<file path="src/rtl/idle_seq_pkg.sv">
// Shared types for the core idle sequencer.
// Assumes: state encoding is private to the block; only the idle report codes are seen outside.
package idle_seq_pkg;

    typedef enum logic [2:0] {
        ST_RUN    = 3'd0,
        ST_NAP_Q  = 3'd1,
        ST_NAP    = 3'd2,
        ST_SLP_Q  = 3'd3,
        ST_SLEEP  = 3'd4,
        ST_PLL_UP = 3'd5,
        ST_ARR_UP = 3'd6,
        ST_RESUME = 3'd7
    } seq_state_t;

    localparam logic [1:0] IDLE_RUN   = 2'b00;
    localparam logic [1:0] IDLE_NAP   = 2'b01;
    localparam logic [1:0] IDLE_SLEEP = 2'b10;
    localparam logic [1:0] IDLE_TRANS = 2'b11;

    typedef struct packed {
        logic       hold_core;
        logic       exec_clk;
        logic       chiplet_clk;
        logic       pll_on;
        logic       array_pwr;
        logic [1:0] idle;
    } seq_out_t;

endpackage

</file>
<file path="src/rtl/step_timer.sv">
// Wait-window counter for the restart steps.
// Counts cycles while a wait is active and reports expiry on the cycle the
// count equals the limit. Assumes: restart is high on every state change.
module step_timer #(
    parameter int TW = 8
) (
    input  logic          clk,
    input  logic          rst_n,
    input  logic          active,
    input  logic          restart,
    input  logic [TW-1:0] limit,
    output logic          expired
);

    logic [TW-1:0] cnt_q;

    // count cycles inside one wait, saturating at the limit
    always_ff @(posedge clk) begin
        if (!rst_n) begin
            cnt_q <= '0;
        end else if (restart || !active) begin
            cnt_q <= '0;
        end else if (cnt_q != limit) begin
            cnt_q <= cnt_q + 1'b1;
        end
    end

    // the window is used up when the count reaches the limit
    always_comb begin
        expired = active && (cnt_q == limit);
    end

    // r7: the counter never jumps past its limit while a wait is held
    p_cnt_within_limit_r7: assert property (@(posedge clk) disable iff (!rst_n)
        (active && !restart && $stable(limit) && (cnt_q <= limit)) |=> (cnt_q <= limit));

endmodule

</file>
<file path="src/rtl/wake_catch.sv">
// Holds a wake event that arrives while the core is quiescing.
// The held wake is spent in the first cycle of the idle depth, where the
// state machine acts on it. Assumes: wake_evt is a level or pulse, both accepted.
module wake_catch
    import idle_seq_pkg::*;
(
    input  logic       clk,
    input  logic       rst_n,
    input  seq_state_t state_q,
    input  logic       wake_evt,
    output logic       wake_now
);

    logic pend_q;
    logic in_entry;
    logic in_depth;

    // decode the entry and resting states
    always_comb begin
        in_entry = (state_q == ST_NAP_Q) || (state_q == ST_SLP_Q);
        in_depth = (state_q == ST_NAP)   || (state_q == ST_SLEEP);
    end

    // remember a wake seen during entry until the depth is reached
    always_ff @(posedge clk) begin
        if (!rst_n) begin
            pend_q <= 1'b0;
        end else if (in_entry && wake_evt) begin
            pend_q <= 1'b1;
        end else if (in_depth) begin
            pend_q <= 1'b0;
        end
    end

    // effective wake seen by the state machine
    always_comb begin
        wake_now = wake_evt || pend_q;
    end

    // r8: a held wake only exists during entry or on the first cycle of the depth
    p_pend_scope_r8: assert property (@(posedge clk) disable iff (!rst_n)
        pend_q |-> (in_entry || in_depth));

endmodule

</file>
<file path="src/rtl/idle_fsm.sv">
// State machine of the idle sequencer.
// Walks run -> quiesce -> nap/sleep and the ordered sleep exit
// (PLL lock, then array power, then resume). A timeout parks it in sleep and
// sets a sticky error. Assumes: expired comes from a timer cleared on every
// state change.
module idle_fsm
    import idle_seq_pkg::*;
(
    input  logic       clk,
    input  logic       rst_n,
    input  logic       nap_req,
    input  logic       sleep_req,
    input  logic       wake_now,
    input  logic       quiesce_done,
    input  logic       pll_lock,
    input  logic       array_pwr_good,
    input  logic       expired,
    output seq_state_t state_q,
    output seq_state_t state_nxt,
    output logic       err_q
);

    logic set_err;

    // next state and timeout detection
    always_comb begin
        state_nxt = state_q;
        set_err   = 1'b0;
        case (state_q)
            ST_RUN: begin
                if (sleep_req) begin
                    state_nxt = ST_SLP_Q;
                end else if (nap_req) begin
                    state_nxt = ST_NAP_Q;
                end
            end
            ST_NAP_Q: begin
                if (quiesce_done) begin
                    state_nxt = ST_NAP;
                end
            end
            ST_NAP: begin
                if (wake_now) begin
                    state_nxt = ST_RUN;
                end
            end
            ST_SLP_Q: begin
                if (quiesce_done) begin
                    state_nxt = ST_SLEEP;
                end
            end
            ST_SLEEP: begin
                if (wake_now && !err_q) begin
                    state_nxt = ST_PLL_UP;
                end
            end
            ST_PLL_UP: begin
                if (pll_lock) begin
                    state_nxt = ST_ARR_UP;
                end else if (expired) begin
                    state_nxt = ST_SLEEP;
                    set_err   = 1'b1;
                end
            end
            ST_ARR_UP: begin
                if (array_pwr_good) begin
                    state_nxt = ST_RESUME;
                end else if (expired) begin
                    state_nxt = ST_SLEEP;
                    set_err   = 1'b1;
                end
            end
            ST_RESUME: begin
                state_nxt = ST_RUN;
            end
            default: begin
                state_nxt = ST_RUN;
            end
        endcase
    end

    // state register
    always_ff @(posedge clk) begin
        if (!rst_n) begin
            state_q <= ST_RUN;
        end else begin
            state_q <= state_nxt;
        end
    end

    // sticky timeout flag, cleared only by reset
    always_ff @(posedge clk) begin
        if (!rst_n) begin
            err_q <= 1'b0;
        end else if (set_err) begin
            err_q <= 1'b1;
        end
    end

    // r6: requests made in nap without a wake leave the block in nap
    p_req_ignored_in_nap_r6: assert property (@(posedge clk) disable iff (!rst_n)
        (state_q == ST_NAP && !wake_now && (nap_req || sleep_req)) |=> (state_q == ST_NAP));

    // r4: sleep is only reached from sleep entry or from a failed restart step
    p_sleep_source_r4: assert property (@(posedge clk) disable iff (!rst_n)
        ((state_q == ST_SLEEP) && !$stable(state_q)) |->
            ($past(state_q) == ST_SLP_Q || $past(state_q) == ST_PLL_UP || $past(state_q) == ST_ARR_UP));

endmodule

</file>
<file path="src/rtl/idle_out_decode.sv">
// Decodes the sequencer state into enables and the idle report.
// Outputs depend on the state register only, so they are glitch-free per cycle.
module idle_out_decode
    import idle_seq_pkg::*;
(
    input  seq_state_t state_q,
    output seq_out_t   outs
);

    // one output word per state
    always_comb begin
        case (state_q)
            ST_RUN:    outs = '{1'b0, 1'b1, 1'b1, 1'b1, 1'b1, IDLE_RUN};
            ST_NAP:    outs = '{1'b1, 1'b0, 1'b1, 1'b1, 1'b1, IDLE_NAP};
            ST_SLEEP:  outs = '{1'b1, 1'b0, 1'b0, 1'b0, 1'b0, IDLE_SLEEP};
            ST_PLL_UP: outs = '{1'b1, 1'b0, 1'b0, 1'b1, 1'b0, IDLE_TRANS};
            ST_ARR_UP: outs = '{1'b1, 1'b0, 1'b0, 1'b1, 1'b1, IDLE_TRANS};
            default:   outs = '{1'b1, 1'b1, 1'b1, 1'b1, 1'b1, IDLE_TRANS};
        endcase
    end

endmodule

</file>
<file path="src/rtl/core_idle_seq.sv">
// Core idle state sequencer, top level.
// Joins the state machine, the wake holder, the restart-wait timer and the
// output decode. Assumes: all inputs are synchronous to clk; the limits
// are held steady during a restart.
module core_idle_seq
    import idle_seq_pkg::*;
#(
    parameter int TW = 8
) (
    input  logic          clk,
    input  logic          rst_n,
    input  logic          nap_req,
    input  logic          sleep_req,
    input  logic          wake_evt,
    input  logic          quiesce_done,
    input  logic          pll_lock,
    input  logic          array_pwr_good,
    input  logic [TW-1:0] lock_limit,
    input  logic [TW-1:0] pwr_limit,
    output logic          fetch_hold,
    output logic          exec_clk_en,
    output logic          chiplet_clk_en,
    output logic          pll_en,
    output logic          array_pwr_en,
    output logic [1:0]    idle_state,
    output logic          seq_error
);

    seq_state_t    state_q;
    seq_state_t    state_nxt;
    logic          wake_now;
    logic          expired;
    logic          wait_active;
    logic          wait_restart;
    logic [TW-1:0] wait_limit;
    seq_out_t      outs;

    // select the window that applies to the current restart step
    always_comb begin
        wait_active  = (state_q == ST_PLL_UP) || (state_q == ST_ARR_UP);
        wait_restart = (state_nxt != state_q);
        wait_limit   = (state_q == ST_PLL_UP) ? lock_limit : pwr_limit;
    end

    idle_fsm u_fsm (
        .clk            (clk),
        .rst_n          (rst_n),
        .nap_req        (nap_req),
        .sleep_req      (sleep_req),
        .wake_now       (wake_now),
        .quiesce_done   (quiesce_done),
        .pll_lock       (pll_lock),
        .array_pwr_good (array_pwr_good),
        .expired        (expired),
        .state_q        (state_q),
        .state_nxt      (state_nxt),
        .err_q          (seq_error)
    );

    wake_catch u_wake (
        .clk      (clk),
        .rst_n    (rst_n),
        .state_q  (state_q),
        .wake_evt (wake_evt),
        .wake_now (wake_now)
    );

    step_timer #(.TW(TW)) u_timer (
        .clk     (clk),
        .rst_n   (rst_n),
        .active  (wait_active),
        .restart (wait_restart),
        .limit   (wait_limit),
        .expired (expired)
    );

    idle_out_decode u_dec (
        .state_q (state_q),
        .outs    (outs)
    );

    // drive the ports from the decoded word
    always_comb begin
        fetch_hold     = outs.hold_core;
        exec_clk_en    = outs.exec_clk;
        chiplet_clk_en = outs.chiplet_clk;
        pll_en         = outs.pll_on;
        array_pwr_en   = outs.array_pwr;
        idle_state     = outs.idle;
    end

    // r2: execution clocks are only gated after the core reported quiescence
    p_gate_after_quiesce_r2: assert property (@(posedge clk) disable iff (!rst_n)
        $fell(exec_clk_en) |-> $past(quiesce_done));

    // r3: nap keeps caches clocked and powered and the PLL running
    p_nap_keeps_caches_r3: assert property (@(posedge clk) disable iff (!rst_n)
        (idle_state == IDLE_NAP) |-> (chiplet_clk_en && array_pwr_en && pll_en && !exec_clk_en));

    // r5: array power returns only after lock was seen
    p_array_after_lock_r5: assert property (@(posedge clk) disable iff (!rst_n)
        $rose(array_pwr_en) |-> $past(pll_lock));

    // r5: chiplet clock returns only after array power-good was seen
    p_clock_after_power_r5: assert property (@(posedge clk) disable iff (!rst_n)
        $rose(chiplet_clk_en) |-> $past(array_pwr_good));

    // r7: the error flag is sticky
    p_err_sticky_r7: assert property (@(posedge clk) disable iff (!rst_n)
        seq_error |=> seq_error);

    // r7: a flagged block is parked in sleep
    p_err_parks_sleep_r7: assert property (@(posedge clk) disable iff (!rst_n)
        seq_error |-> (idle_state == IDLE_SLEEP));

endmodule

</file>
<file path="config.mk">
export PLATFORM = sky130hd
export DESIGN_NAME = core_idle_seq
export DESIGN_NICKNAME = d
export VERILOG_FILES = /design/src/rtl/idle_seq_pkg.sv /design/src/rtl/step_timer.sv /design/src/rtl/wake_catch.sv /design/src/rtl/idle_fsm.sv /design/src/rtl/idle_out_decode.sv /design/src/rtl/core_idle_seq.sv
export SDC_FILE = /design/constraint.sdc
export NUM_CORES = 1
export LEC_CHECK = 0
export ABC_CLOCK_PERIOD_IN_PS = 2700
export BUFFER_PORTS_ARGS = -buffer_cell sky130_fd_sc_hd__buf_2
export CORE_MARGIN = 4
export CORE_UTILIZATION = 40
export DETAILED_ROUTE_END_ITERATION = 10
export PLACE_DENSITY = 0.78
export RECOVER_POWER = 100
export REMOVE_ABC_BUFFERS = 1
export SLEW_MARGIN = 0
export SYNTH_ARGS = -nofsm -noshare
export SYNTH_HDL_FRONTEND = slang
export SYNTH_SLANG_ARGS = --single-unit
</file>
<file path="constraint.sdc">
create_clock -name clk -period 2.7 [get_ports clk]
set_clock_uncertainty 0.05 [all_clocks]
set_input_delay 0.135 -clock clk [delete_from_list [all_inputs] [get_ports clk]]
set_output_delay 0.135 -clock clk [all_outputs]
set_load 0.02 [all_outputs]
</file>
==> flow_summary.yaml <==
critical_path:
  rr_startpoint: "u_timer.cnt_q[0]"
  reg2reg_depth: 7
  critPathArrivalTime_ns: 2.62
  cp_data_required_time_ns: 2.80
  path_cells: "nor2b_1 -> or4_1 -> or3_1 -> a211oi_4 -> a21oi_2 -> o311ai_4 -> nor2_1"
  worstPathMaxFanout: 8
  cp_slowest_stage_delay_ns: 0.49
  regToRegSetupSlack_ns: 0.19
  r2r_end: "u_timer.cnt_q[4]"
  crit_family: "simple AND/OR/NAND/NOR gates"
  worstSetupPathType: "reg2reg"
  cp-start-kind: "register"
  critical-path-slowest-cell: "dfxtp_1"
  cp_num_buf_inv: 0
  cp-end-kind: "register"
timing:
  maxSlewViolCount: 0
  setup_violations: 0
  period_minus_slack_ns: 2.51
  hold_slack_ns: 0.101
  post-route-period-util: 0.931
  fmax_mhz: 398
  tns_ns: 0
  slew_headroom: 0.723
  hold_viol: 0
  tightest_slew_ns: 0.414
  fin_ws_ns: 0.186
  rsz0062_at_grt: "false"
layout:
  final_util: 0.506
  final_area_um2: 1260
  final.fill_count: 249
  instances_no_fill: 200
  finalNetCount: 196
  final_cell_mix: "buf_2 (24), dfxtp_1 (13), nor2_1 (12), inv_1 (12), nor2b_1 (11)"
  mostFrequentLayoutCell: "buf_2"
  diodes: 0
  area_growth_pct: 20.5
  post_route_cells_drive_above_1_share: 0.229
synthesis:
  synth_seq_cells: 13
  synthSimpleGateAreaFrac: 0.273
  synthArstFlopShare: 0
  postSynthCellCount: 134
  synth_edf_count: 0
  ys_seq_area_frac: 0.248
  yosys_most_used_dff: "dfxtp_1"
  synthTopCellsByArea: "dfxtp_1 (25%), nor2b_1 (6.6%), xnor2_1 (5.8%)"
  synthAdderAreaFrac: 0.0119
  yosys-mux-area-fraction: 0.0572
  yosysWarnings: 0
  synth_area_per_cell_um2: 7.83
  netlist.area_leader.share: 0.248
  synth-compound-area-share: 0.256
  synth_xor_area_frac: 0.0751
  yosysUniqueCellTypes: 43
  synth_top_family_by_area: "simple AND/OR/NAND/NOR gates"
  synth_top_cell_by_area: "dfxtp_1"
  syn_area_um2: 1050
global_route:
  grtUsageTotal: 0.170
  grt_pass1_vias: 1135
  antenna_found_initial: 0
  grt-ovfl-total: 0
  grt_max_degree: 18
  grt_pass1_wl_um: 4710
drt:
  routed_wl_um: 2740
  routedWlPerCell_um: 13.7
  drc_errors: 0
  drt_iter0_markers: 47
  dr.pass1.iters: 4
  post_drt_via_cell_ratio: 5.63
  ant_nets: 0
  vias: 1126
floorplan:
  die_x_um: 59.2
  dieArea_um2: 3510
  initial_core_util: 0.420
  row_count: 18
  io_pins: 32
  core_area_um2: 2500
  die_h_um: 59.2
clock_tree:
  cts_resized: 0
  h-tree-depth: 1
  cts.root.buffer_cell: "clkbuf_4"
  ctsHoldBuffers: 0
  clkLatencyLatePin_ns: 0.28
  cts_buffer_depth: 2
  post-cts-setup-buffer-count: 0
  clkTransAtPathRegs_ns: 0.08
  cts_made_buffers: 3
  cts_tree: "done"
  cts_sinks: 13
hold_path:
  hold_end: "u_fsm.state_q[1]"
  holdCritPathClass: "in2reg"
  worstHoldStart: "rst_n"
  worst_hold_path.num_cells: 3
run_status:
  status: "finished clean"
placement:
  place_inst: 196
  place_congestion: 0.861
  numPortBuffers: 31
  dp_slack_ns: 0.184
  postPlaceCellArea_um2: 1260
  dpl.hpwl_um: 2190
pwr:
  power_density_nw_per_um2: 393
  finalPower_mw: 0.497
  p_leak_nw: 0.492
  irDropWorstVdd_mv: 0.250
run:
  drv_cap: 0
## synth_stat cells, types with 2 or more instances
| library cell | instances |
|---|---|
| nand3_1 | 6 |
| dfxtp_1 | 13 |
| buf_6 | 2 |
| o221ai_1 | 2 |
| nand4_1 | 2 |
| o22ai_1 | 4 |
| nand2_1 | 7 |
| clkbuf_1 | 4 |
| nand4b_1 | 2 |
| xnor2_1 | 7 |
| mux2i_1 | 6 |
| a21oi_1 | 10 |
| o21ai_0 | 2 |
| o211ai_1 | 2 |
| xor2_1 | 2 |
| a21boi_1 | 2 |
| inv_1 | 12 |
| nor2b_1 | 11 |
| nor2_1 | 12 |
| or2_2 | 2 |
| or4_1 | 2 |
## worst reg2reg max path: cells and delay by family (launching register included)
family,cells,cell delay (ns)
compound gates,3,0.82
flops,1,0.49
simple gates,4,1.02
## cells by family (layout without fill, tap and decap cells)
family | count (synthesis) | after routing
simple gates | 52 | 52
buf+inv | 18 | 54
compound gates | 35 | 35
mux | 6 | 6
xor+xnor | 9 | 9
flops | 13 | 13
fa+ha+maj | 1 | 1
## sequential cells by signal, summed over array words and instances (netlist names)
register / flops
u_fsm.err_q: 1
u_wake.pend_q: 1
u_timer.cnt_q: 8
u_fsm.state_q: 3
## cell type report
class,count,area [µm²],area share
multi-input combinational,103,699,0.553
sequential,13,260,0.206
timing repair buffer,38,195,0.154
inverter,12,45.0,0.0356
tap,30,37.5,0.0297
clock buffer,3,22.5,0.0178
clock inverter,1,5.00,0.00396
## worst max-delay path by stage
stage,start,slack [ns],endpoint,cells after the start
floorplan,u_fsm.state_q[1],-0.06,u_timer.cnt_q[0],7
global placement,u_timer.cnt_q[0],0.30,u_timer.cnt_q[3],7
detailed placement,u_timer.cnt_q[0],0.18,u_timer.cnt_q[6],7
CTS,u_timer.cnt_q[0],0.16,u_timer.cnt_q[6],7
global route,u_timer.cnt_q[0],0.04,u_timer.cnt_q[4],7
finish,u_timer.cnt_q[0],0.19,u_timer.cnt_q[4],7
## where the power goes
part           switching [mW]  internal, mW  total (mW)
Combinational           0.102        0.0706       0.173
Sequential            0.00444         0.200       0.204
Clock                  0.0646        0.0550       0.120
Total                   0.171         0.325       0.497
## layer usage
| layer | vias to the layer above | GRT usage | wire length [µm] |
|---|---|---|---|
| li1 | 549 | - | - |
| met1 | 544 | 0.187 | 1110 |
| met2 | 29 | 0.320 | 1490 |
| met3 | 4 | 0.0109 | 86 |
| met4 | 0 | 0.0906 | 56 |
| met5 | - | 0 | 0 |
(Power assumes the default switching activity.)
